`src/rtl/bitram_pkg.sv`:
```
package bitram_pkg;

    typedef enum logic [2:0] {
        PH_IDLE,
        PH_FETCH,
        PH_ARM,
        PH_STROBE,
        PH_SETTLE
    } phase_e;

    typedef struct packed {
        logic load;
        logic sel_on;
        logic sel_off;
        logic wen_on;
        logic wen_off;
        logic capture;
        logic done;
    } pin_cmd_t;

    function automatic int unsigned arm_len(input int unsigned ds, input int unsigned wp);
        return (ds > wp) ? ds - wp : 1;
    endfunction

    function automatic int unsigned max4(input int unsigned a, input int unsigned b,
                                         input int unsigned c, input int unsigned d);
        int unsigned m;
        m = a;
        if (b > m) m = b;
        if (c > m) m = c;
        if (d > m) m = d;
        return m;
    endfunction

endpackage

```
`src/rtl/bitram_span.sv`:
```
module bitram_span #(
    parameter int unsigned CW = 4
) (
    input  logic          clk,
    input  logic          rst,
    input  logic          restart,
    input  logic [CW-1:0] span_last,
    output logic [CW-1:0] count,
    output logic          at_end
);
    always_ff @(posedge clk) begin
        if (rst || restart) count <= '0;
        else                count <= count + 1'b1;
    end

    assign at_end = (count == span_last);
endmodule

```
`src/rtl/bitram_seq.sv`:
```
module bitram_seq
    import bitram_pkg::*;
#(
    parameter int unsigned ACC_CYC = 2,
    parameter int unsigned WP_CYC  = 2,
    parameter int unsigned DS_CYC  = 3,
    parameter int unsigned REC_CYC = 1
) (
    input  logic     clk,
    input  logic     rst,
    input  logic     req_i,
    input  logic     wr_i,
    output phase_e   phase_o,
    output pin_cmd_t cmd_o
);
    localparam int unsigned FETCH_LEN = ACC_CYC + 1;
    localparam int unsigned ARM_LEN   = arm_len(DS_CYC, WP_CYC);
    localparam int unsigned LONGEST   = max4(FETCH_LEN, ARM_LEN, WP_CYC, REC_CYC);
    localparam int unsigned CW        = $clog2(LONGEST + 1);

    phase_e        phase, nxt;
    logic [CW-1:0] span_last;
    logic [CW-1:0] count;
    logic          at_end;
    logic          restart;

    always_comb begin
        unique case (phase)
            PH_FETCH:  span_last = CW'(FETCH_LEN - 1);
            PH_ARM:    span_last = CW'(ARM_LEN - 1);
            PH_STROBE: span_last = CW'(WP_CYC - 1);
            PH_SETTLE: span_last = CW'(REC_CYC - 1);
            default:   span_last = '0;
        endcase
    end

    always_comb begin
        nxt = phase;
        unique case (phase)
            PH_IDLE:   if (req_i)  nxt = wr_i ? PH_ARM : PH_FETCH;
            PH_FETCH:  if (at_end) nxt = PH_SETTLE;
            PH_ARM:    if (at_end) nxt = PH_STROBE;
            PH_STROBE: if (at_end) nxt = PH_SETTLE;
            PH_SETTLE: if (at_end) nxt = PH_IDLE;
            default:               nxt = PH_IDLE;
        endcase
    end

    assign restart = (nxt != phase) || (phase == PH_IDLE);

    bitram_span #(.CW(CW)) u_span (
        .clk       (clk),
        .rst       (rst),
        .restart   (restart),
        .span_last (span_last),
        .count     (count),
        .at_end    (at_end)
    );

    always_ff @(posedge clk) begin
        if (rst) phase <= PH_IDLE;
        else     phase <= nxt;
    end

    always_comb begin
        cmd_o         = '0;
        cmd_o.load    = (phase == PH_IDLE) && req_i;
        cmd_o.sel_on  = ((phase == PH_FETCH) && (count == '0)) ||
                        ((phase == PH_ARM) && at_end);
        cmd_o.sel_off = ((phase == PH_FETCH) && at_end) || (phase == PH_SETTLE);
        cmd_o.wen_on  = (phase == PH_ARM) && at_end;
        cmd_o.wen_off = (phase == PH_STROBE) && at_end;
        cmd_o.capture = (phase == PH_FETCH) && at_end;
        cmd_o.done    = ((phase == PH_FETCH) || (phase == PH_STROBE)) && at_end;
    end

    assign phase_o = phase;
endmodule

```
`src/rtl/bitram_pins.sv`:
```
module bitram_pins
    import bitram_pkg::*;
#(
    parameter int unsigned AW = 14
) (
    input  logic          clk,
    input  logic          rst,
    input  pin_cmd_t      cmd,
    input  logic [AW-1:0] addr_i,
    input  logic          wbit_i,
    input  logic          q_i,
    output logic [AW-1:0] a_o,
    output logic          cs_n_o,
    output logic          we_n_o,
    output logic          d_o,
    output logic          rdy_o,
    output logic          rbit_o
);
    always_ff @(posedge clk) begin
        if (rst) begin
            a_o    <= '0;
            d_o    <= 1'b0;
            cs_n_o <= 1'b1;
            we_n_o <= 1'b1;
            rdy_o  <= 1'b0;
            rbit_o <= 1'b0;
        end else begin
            if (cmd.load) begin
                a_o <= addr_i;
                d_o <= wbit_i;
            end
            if (cmd.sel_on)       cs_n_o <= 1'b0;
            else if (cmd.sel_off) cs_n_o <= 1'b1;
            if (cmd.wen_on)       we_n_o <= 1'b0;
            else if (cmd.wen_off) we_n_o <= 1'b1;
            if (cmd.capture)      rbit_o <= q_i;
            rdy_o <= cmd.done;
        end
    end
endmodule

```
`src/rtl/bitram_ctrl.sv`:
```
module bitram_ctrl
    import bitram_pkg::*;
#(
    parameter int unsigned ADDR_W  = 14,
    parameter int unsigned ACC_CYC = 2,
    parameter int unsigned WP_CYC  = 2,
    parameter int unsigned DS_CYC  = 3,
    parameter int unsigned REC_CYC = 1
) (
    input  logic              clk,
    input  logic              rst,
    input  logic              req_i,
    input  logic              wr_i,
    input  logic [ADDR_W-1:0] addr_i,
    input  logic              wbit_i,
    output logic              idle_o,
    output logic              rdy_o,
    output logic              rbit_o,
    output logic [ADDR_W-1:0] sram_a_o,
    output logic              sram_cs_n_o,
    output logic              sram_we_n_o,
    output logic              sram_d_o,
    input  logic              sram_q_i
);
    phase_e   phase;
    pin_cmd_t cmd;

    bitram_seq #(
        .ACC_CYC (ACC_CYC),
        .WP_CYC  (WP_CYC),
        .DS_CYC  (DS_CYC),
        .REC_CYC (REC_CYC)
    ) u_seq (
        .clk     (clk),
        .rst     (rst),
        .req_i   (req_i),
        .wr_i    (wr_i),
        .phase_o (phase),
        .cmd_o   (cmd)
    );

    bitram_pins #(.AW(ADDR_W)) u_pins (
        .clk    (clk),
        .rst    (rst),
        .cmd    (cmd),
        .addr_i (addr_i),
        .wbit_i (wbit_i),
        .q_i    (sram_q_i),
        .a_o    (sram_a_o),
        .cs_n_o (sram_cs_n_o),
        .we_n_o (sram_we_n_o),
        .d_o    (sram_d_o),
        .rdy_o  (rdy_o),
        .rbit_o (rbit_o)
    );

    assign idle_o = (phase == PH_IDLE);
endmodule

```
`config.mk`:
```
export PLATFORM = sky130hd
export DESIGN_NAME = bitram_ctrl
export DESIGN_NICKNAME = d
export VERILOG_FILES = /design/src/rtl/bitram_pkg.sv /design/src/rtl/bitram_span.sv /design/src/rtl/bitram_seq.sv /design/src/rtl/bitram_pins.sv /design/src/rtl/bitram_ctrl.sv
export SDC_FILE = /design/constraint.sdc
export NUM_CORES = 1
export LEC_CHECK = 0
export ABC_AREA = 1
export BUFFER_PORTS_ARGS = -buffer_cell sky130_fd_sc_hd__buf_2
export CORE_MARGIN = 2
export CORE_UTILIZATION = 40
export CTS_BUF_LIST = sky130_fd_sc_hd__clkbuf_4 sky130_fd_sc_hd__clkbuf_8
export CTS_CLUSTER_DIAMETER = 50
export CTS_CLUSTER_SIZE = 8
export DETAILED_ROUTE_END_ITERATION = 8
export PLACE_DENSITY_LB_ADDON = 0.12
export SYNTH_ARGS = -nofsm -noshare
export SYNTH_HDL_FRONTEND = slang
export SYNTH_HIERARCHICAL = 1
export SYNTH_SLANG_ARGS = --single-unit
```
`constraint.sdc`:
```
create_clock -name clk -period 1.8 [get_ports clk]
set_input_delay 0.27 -clock clk [delete_from_list [all_inputs] [get_ports clk]]
set_output_delay 0.27 -clock clk [all_outputs]
set_load 0.05 [all_outputs]
```
# Word level (Yosys, flattened, before mapping)
# Index checks and enable logic that the tools add are counted.
dict set report totals {
  register_bits 24
  latch_bits 0
  ramBits 0
  romBits 0
  in_bits 20
  memories 0
}
dict set report op_classes {
  n_addsub 1
  multipliers 0
  div_mod_pow 0
  order_cmp 0
  eq_ne 6
  shifts 0
  mux 11
  bitwise_logic 0
  reduce_logical 16
}
# cell n
set ops {}
lappend ops {{2-to-1 mux 3 bit} 4}
lappend ops {{one-hot mux 3 bit (4 select lines)} 1}
lappend ops {{equality test 3 x 2 -> 1 bit, second input constant} 2}
lappend ops {{logical AND 1 bit} 6}
lappend ops {{logical OR 1 bit} 5}
lappend ops {{2-to-1 mux 1 bit} 4}
lappend ops {{one-hot mux 2 bit (2 select lines)} 1}
lappend ops {{nonzero test 2 bit} 2}
lappend ops {{equality test 3 x 1 -> 1 bit, second input constant} 1}
lappend ops {{equality test 3 bit, second input constant} 1}
lappend ops {{zero test 3 bit} 1}
lappend ops {{!= test 3 bit} 1}
lappend ops {{adder 2 x 1 -> 2 bit, second input constant} 1}
lappend ops {{equality test 2 bit} 1}
lappend ops {{zero test 2 bit} 1}
lappend ops {{2-to-1 mux 2 bit} 1}
lappend ops {{OR reduction 2 bit} 1}

# Longest topological paths before layout
# Gate-level depths: netlist of the first run.
dict set report logic_depth {
  ltp_word 8
  depth_mapped 16
  depth_no_buf 16
}

# Hierarchy
# The synthesis of the first run kept the hierarchy.
# mod instances cells_per_inst area_each_um2 seq_area_each_um2
set modules_own_cells {}
lappend modules_own_cells {bitram_pins 1 110 767.0 380.4}
lappend modules_own_cells {bitram_seq 1 48 262.8 60.1}
lappend modules_own_cells {bitram_span 1 19 105.1 40.0}
lappend modules_own_cells {bitram_ctrl 1 4 17.5 0.0}

# Worst setup path after synthesis of the first run
# OpenSTA, ideal clock, no wires.
dict set report synth_path {
  path_kind {register -> register}
  from {register u_seq.phase[0] (netlist: u_seq/phase_o[0])}
  to {register u_seq.u_span.count[1]}
  setup_time_ns 0.064
  t_arrival_ns 1.635
  t_required_ns 1.736
  setup_slack_ns 0.102
  stages_incl_launch_ff 17
  path_buffers 0
  period_less_slack_ns 1.698
  path_cell_list {dfxtp_1 inv_2 nor2_2 nand2_1 inv_1 inv_1 nand2_1 nand2_1 nor2_1 nand2_1 nor2_2 nor2_2 nand3_1 nand3_1 nor2_1 nand2_1 nor2_1}
}
dict set report synth_via {
  elab_chain_cells 8
  word_cells_on_any_way 16
  cone_classes {eq/ne (6); mux (6); reduce/logical (4)}
}
# element line
set synth_lines {}
lappend synth_lines {{start, declared} bitram_seq.sv:21} ;# phase_e phase, nxt;
lappend synth_lines {{start signal, assigned} bitram_seq.sv:62} ;# else phase <= nxt;
lappend synth_lines {{equality test 3 x 2 -> 1 bit or equality test 3 x 1 -> 1 bit (tied branches)} bitram_seq.sv:28} ;# unique case (phase)
lappend synth_lines {{one-hot mux 2 bit (2 select lines) (*)} bitram_seq.sv:28}
lappend synth_lines {{via u_seq.span_last[1]} bitram_seq.sv:22} ;# logic [CW-1:0] span_last;
lappend synth_lines {{equality test 2 bit (*)} bitram_span.sv:16} ;# assign at_end = (count == span_last);
lappend synth_lines {{via u_seq.at_end} bitram_seq.sv:24} ;# logic at_end;
lappend synth_lines {{2-to-1 mux 3 bit, on equally long branches} n/a}
lappend synth_lines {{one-hot mux 3 bit (4 select lines) (*)} bitram_seq.sv:39} ;# unique case (phase)
lappend synth_lines {{!= test 3 bit (*)} bitram_seq.sv:49} ;# assign restart = (nxt != phase) || (phase == PH_IDLE);
lappend synth_lines {{logical OR 1 bit (*)} bitram_seq.sv:49}
lappend synth_lines {{via u_seq.restart} bitram_seq.sv:25} ;# logic restart;
lappend synth_lines {{logical OR 1 bit (*)} bitram_span.sv:12} ;# if (rst || restart) count <= '0;
lappend synth_lines {{end signal, assigned} bitram_span.sv:13} ;# else count <= count + 1'b1;
lappend synth_lines {{end, declared} bitram_span.sv:8} ;# output logic [CW-1:0] count,
# Mark *: on every way through the listed nets, which the timed path passes. The rest lies on a longest branch.
# A chain may end at the register's enable or synchronous reset.

# Worst setup path after layout of the first run
# Ends and elaborated chain as after synthesis.

==> flow_summary.toml, run 1 <==
[yosys]
yosysSeqAreaShare_pct = 41.7
synthSimpleGateAreaFrac_pct = 39.7
synthDominantAreaCellType = "dfxtp_1"
synth_compound_area_share_pct = 4.02
avgSynthCellArea_sq_um = 6.37
synth.area.top_cells = "dfxtp_1 42%, nand2_1 17%, nor2_1 14%"
synthCells = 181
yosys_warnings = 6
synthXorXnorAreaFrac_pct = 0
ys_seq_elements = 24
synth_top_area_share_pct = 41.7
netlist-cell-type-count = 15
syn_nets = 201
synth_fa_ha_area_share_pct = 0
synthMuxAreaShare_pct = 0
synthesis.area_sq_um = 1150
synth_top_family_by_area = "simple AND/OR/NAND/NOR gates"

[critical_path]
crit_chain = "inv_2 -> nor2_2 -> nand2_1 -> inv_1 -> inv_1 -> nand2_1 -> nand2_1 -> nor2_4 -> nand2_2 -> nor2_4 -> nor2_2 -> nand3_1 -> nand3_1 -> nor2_1 -> nand2_1 -> nor2_1"
crit_top_cell = "nand2_1"
critical_path_required_ns = 2.07
arrival_ns = 1.91
worst_setup_path_start_kind = "flop"
path_class = "reg -> reg"
cp-end-kind = "flop"
crit_path_max_fanout = 5
slowest_delay_ns = 0.37
cp_slowest_cell = "dfxtp_2"

[timing]
hold_violations = 0
finalCriticalPeriod_ns = 1.64
clock_skew_ns = 0.00421
fmax_ghz = 0.610
tns_ns = 0
setup_slack_ns = 0.161
timing.final.crit_share_pct = 91.1
slew_headroom_pct = 81.8
worst_pin_slew_ns = 0.273
setup_viol_count_final = 0
slew_viol_final = 0

[cells_and_area]
multiInputGateArea_sq_um = 527
area_growth_pct = 29.0
antennaDiodeCount = 0
drive_gt1_share_pct = 31.9
final_common_cell = "nand2_1"
fill_cells = 299
layout.nets = 250
seqCellArea_sq_um = 483
mostFrequentLayoutCells = "50 x nand2_1, 40 x nor2_1, 39 x buf_2"

[min_path]
min_path_type = "in -> reg"

[floorplan]
core_area_sq_um = 2760
boundaryPins = 40
start_util_pct = 41.8
die-area_sq_um = 3330
die_height_microns = 57.7
dieWidth_microns = 57.7
fp-row-count = 19

[cts]
clk_path_buf_depth = 2
postCtsHoldBufs = 0
cts_buffers = 3
path_clk_slew_ns = 0.14
htreeDepth = 1
cts_root_buf = "clkbuf_4"
cts_tree = "done"
insertion_delay_ns = 0.32
clock-sinks = 24

[grt]
grt_util_all_layers_pct = 16.0
gr-total-overflow = 0
grt_antenna_before_repair = 0
grt_pass1_wl_microns = 4220
grt_pass1_vias = 1024
grt_max_degree = 31

[place]
gp_congestion = 0.872
portBuffers = 39
hpwl_microns = 1880
dp_slack_ns = -0.0130

[routing]
via_per_inst = 4.48
drt-pass1-iter-count = 4
wire_per_inst_microns = 9.45
route.detailed.drc = 0
vias = 1164
postRouteAntennaNets = 0
wl_microns = 2460
drt_iter0_drc = 46

[power_and_ir_drop]
p_per_area_nw_per_um2 = 2040
p_leak_nw = 0.831
peakVddDrop_v = 0.00132

[job]
drv_cap = 0

[status]
status = "finished, final reports clean"
==> layer usage <==
layer,wire [microns],up-vias,track usage [%]
met5,0,-,0
met1,1180,506,21.8
met2,1140,29,25.2
met3,120,2,2.68
li1,-,627,-
met4,14,0,6.98
==> power breakdown <==
group | total (W) | switching, W | leakage [nW] | internal, W
combinational | 0.00179 | 0.00126 | 0.604 | 0.000528
clock | 0.000393 | 0.000168 | 0.0279 | 0.000225
sequential | 0.000845 | 0.000115 | 0.199 | 0.000730
total | 0.00303 | 0.00154 | 0.831 | 0.00148
==> worst max-delay path, delay by kind of cell (launching register included) <==
kind	cells	cell delay (ns)
flops	1	0.37
buf+inv	3	0.17
simple gates	13	1.06
==> kinds of logic after synthesis <==
group                  count (synthesis)
buffers and inverters                 36
AND/OR/NAND/NOR                      112
AO/OA/AOI/OAI                          9
flip-flops                            24
==> final timing paths <==
kind / end / cells after the start / start / slack, ns
worst max-delay path: u_seq/u_span/count[1] / 16 / u_seq/phase_o[0] / 0.16
worst min-delay path: u_seq/phase_o[0] / 2 / rst / 0.22
worst max register to register: u_seq/u_span/count[1] / 16 / u_seq/phase_o[0] / 0.16
worst min register to register: u_pins/d_o / 2 / u_pins/d_o / 0.48
==> metrics by stage <==
stage / total power (W) / util (%) / instances / hold slack (ns) / instance area (sq um)
6_report: 0.00303 / 53.9 / 260 / 0.219 / 1490
2_1_floorplan: 0.00219 / - / 181 / 0.339 / 1150
3_3_place_gp: 0.00257 / 51.0 / 255 / 0.454 / 1410
5_1_grt: 0.00327 / 53.9 / 260 / 0.205 / 1490
3_5_place_dp: 0.00258 / 51.0 / 255 / 0.460 / 1410
4_1_cts: 0.00299 / 53.0 / 259 / 0.204 / 1460
==> timing repair <==
action,in CTS,in global routing
endpoints found under the setup margin,1,5
buffers inserted,0,1
gates resized for setup,1,6
pin swaps,0,1
==> flip-flops by register name, summed over array words and instances (netlist names) <==
name,flops
u_pins/we_n_o,1
u_seq/phase_o,3
u_seq/u_span/count,2
u_pins/rbit_o,1
u_pins/cs_n_o,1
u_pins/rdy_o,1
u_pins/a_o,14
u_pins/d_o,1
==> synthesized netlist by cell type (all sizes together) <==
cell and n:
nand2 53, nand3 5, nor3 3, or2 1, o21ai 3, inv 32
dfxtp 24, buf 4, o22ai 1, a21oi 5, nor2 50
==> layout make-up <==
cell class / instances / share of cell area [%]
clock inverters: 1 / 2.02
repair buffers: 48 / 17.7
clock buffers: 3 / 1.52
flip-flops and latches: 24 / 32.5
inverters: 32 / 8.25
well taps: 31 / 2.61
multi-input cells: 121 / 35.4
(Power assumes the default switching activity.)
==> run 2, diff against run 1 <==
==> constraint.sdc (replaced) <==
create_clock -name clk -period 1.8 [get_ports clk]
set_input_delay 0.36 -clock clk [delete_from_list [all_inputs] [get_ports clk]]
set_output_delay 0.36 -clock clk [all_outputs]
set_load 0.05 [all_outputs]
==> flow_summary.toml, run 2 (synthesis results as in run 1) <==
[grt]
grt_max_degree = 31
grt_pass1_wl_microns = 4220
grt_util_all_layers_pct = 16.0
grt_pass1_vias = 1024
gr-total-overflow = 0
grt_antenna_before_repair = 0

[min_path]
min_to = "u_seq/phase_o[0]"
hold-path-cell-count = 2
min_path_type = "in -> reg"
hp-start = "rst"

[timing]
slew_headroom_pct = 81.8
timing.final.crit_share_pct = 90.8
setup_viol_count_final = 0
finalCriticalPeriod_ns = 1.64
clock_skew_ns = 0.00319
hold_violations = 0
slew_viol_final = 0
fmax_ghz = 0.612
tns_ns = 0
worst_pin_slew_ns = 0.273

[cells_and_area]
final_common_cell = "nand2_1"
mostFrequentLayoutCells = "47 x nand2_1, 40 x nor2_1, 39 x buf_2"
antennaDiodeCount = 0
area_growth_pct = 29.6
largest_reg_flops = 14
layout.nets = 249
finalInstanceArea_sq_um = 1490
drive_gt1_share_pct = 33.3
top_register = "u_pins/a_o"
stdcell_count = 259

[cts]
htreeDepth = 1
clock-sinks = 24
cts_buffers = 3
insertion_delay_ns = 0.32
path_clk_slew_ns = 0.14
postCtsSetupBuffers = 0
clk_path_buf_depth = 2
cts_tree = "done"
cts_root_buf = "clkbuf_4"

[critical_path]
reg2reg_depth = 15
r2r_start = "u_seq/phase_o[2]"
slowest_delay_ns = 0.39
cp-end-kind = "flop"
critical_path_required_ns = 2.07
crit_top_cell = "nand2_2"
path_class = "reg -> reg"
crit-reg2reg-capture = "u_seq/u_span/count[1]"
arrival_ns = 1.90
r2r_slack_ns = 0.16
crit_chain = "inv_2 -> nand2_1 -> nor2_2 -> inv_1 -> nand2_2 -> nand2_2 -> nor2_4 -> nand2_2 -> nor2_4 -> nor2_2 -> nand3_1 -> nand3_1 -> nor2_1 -> nand2_1 -> nor2_1"
worst_setup_path_start_kind = "flop"
cp_slowest_cell = "dfxtp_4"
crit_path_max_fanout = 5

[routing]
drt-pass1-iter-count = 4
postRouteAntennaNets = 0
wire_per_inst_microns = 9.51
via_per_inst = 4.45
wl_microns = 2460
route.detailed.drc = 0
vias = 1153
drt_iter0_drc = 35

[power_and_ir_drop]
p_per_area_nw_per_um2 = 2030
peakVddDrop_v = 0.00130
p_leak_nw = 0.826

[place]
dp_cells = 255
gp_congestion = 0.872
portBuffers = 39
place_area_sq_um = 1410
hpwl_microns = 1880

[job]
drv_cap = 0

[floorplan]
dieWidth_microns = 57.7
die-area_sq_um = 3330
die_height_microns = 57.7
core_area_sq_um = 2760
fp-row-count = 19
boundaryPins = 40
start_util_pct = 41.8

[status]
status = "finished, final reports clean"
-- run 2: power breakdown --
part,switching [W],leakage (nW),internal [W]
combinational,0.00126,0.599,0.000526
clock,0.000168,0.0279,0.000225
sequential,0.000121,0.199,0.000733
-- run 2: routing by layer --
layer  up-vias  global-route usage [%]  wire, microns
li1        624                       -              -
met1       497                    21.8           1160
met2        30                    25.2           1150
met3         2                    2.68            138
met4         0                    6.98             14
met5         -                       0              0
-- run 2: worst max-delay path by stage --
| stage | end | start | cells after the start | slack, ns |
|---|---|---|---|---|
| CTS | u_seq/u_span/count[1] | u_seq/phase_o[0] | 16 | 0.03 |
| floorplan | u_seq/u_span/count[1] | u_seq/phase_o[0] | 16 | 0.10 |
| global route | u_seq/u_span/count[1] | u_seq/phase_o[2] | 15 | -0.006 |
| global placement | u_seq/u_span/count[1] | u_seq/phase_o[0] | 16 | 0.08 |
| finish | u_seq/u_span/count[1] | u_seq/phase_o[2] | 15 | 0.16 |
| detailed placement | u_seq/u_span/count[1] | u_seq/phase_o[0] | 16 | -0.01 |
-- run 2: critical path, delay by kind of cell (launching register included) --
family | cells | cell delay (ns)
buffers and inverters | 2 | 0.11
DFF | 1 | 0.39
and+or+nand+nor | 13 | 1.08
-- run 2: through the flow --
step                      hold slack, ns  power (W)  setup WS [ns]  utilization [%]
final                              0.304    0.00304          0.165             54.2
after floorplan                    0.429    0.00219          0.102                -
after global placement             0.454    0.00257         0.0816             51.0
after CTS                          0.294    0.00299         0.0319             53.0
after global routing               0.295    0.00329       -0.00591             54.2
after detailed placement           0.460    0.00258        -0.0130             51.0
-- run 2: cell type report --
type | instances | area [sq um]
fillers | 301 | 1260
multi-input cells | 121 | 539
flip-flops and latches | 24 | 485
repair buffers | 47 | 255
inverters | 32 | 123
well taps | 31 | 38.8
clock inverters | 1 | 30.0
clock buffers | 3 | 22.5
-- run 2: timing repair --
item / CTS / global route
pin swaps: 0 / 5
gates resized for setup: 1 / 12
hold buffers: 0 / 0
setup endpoints to repair: 1 / 5
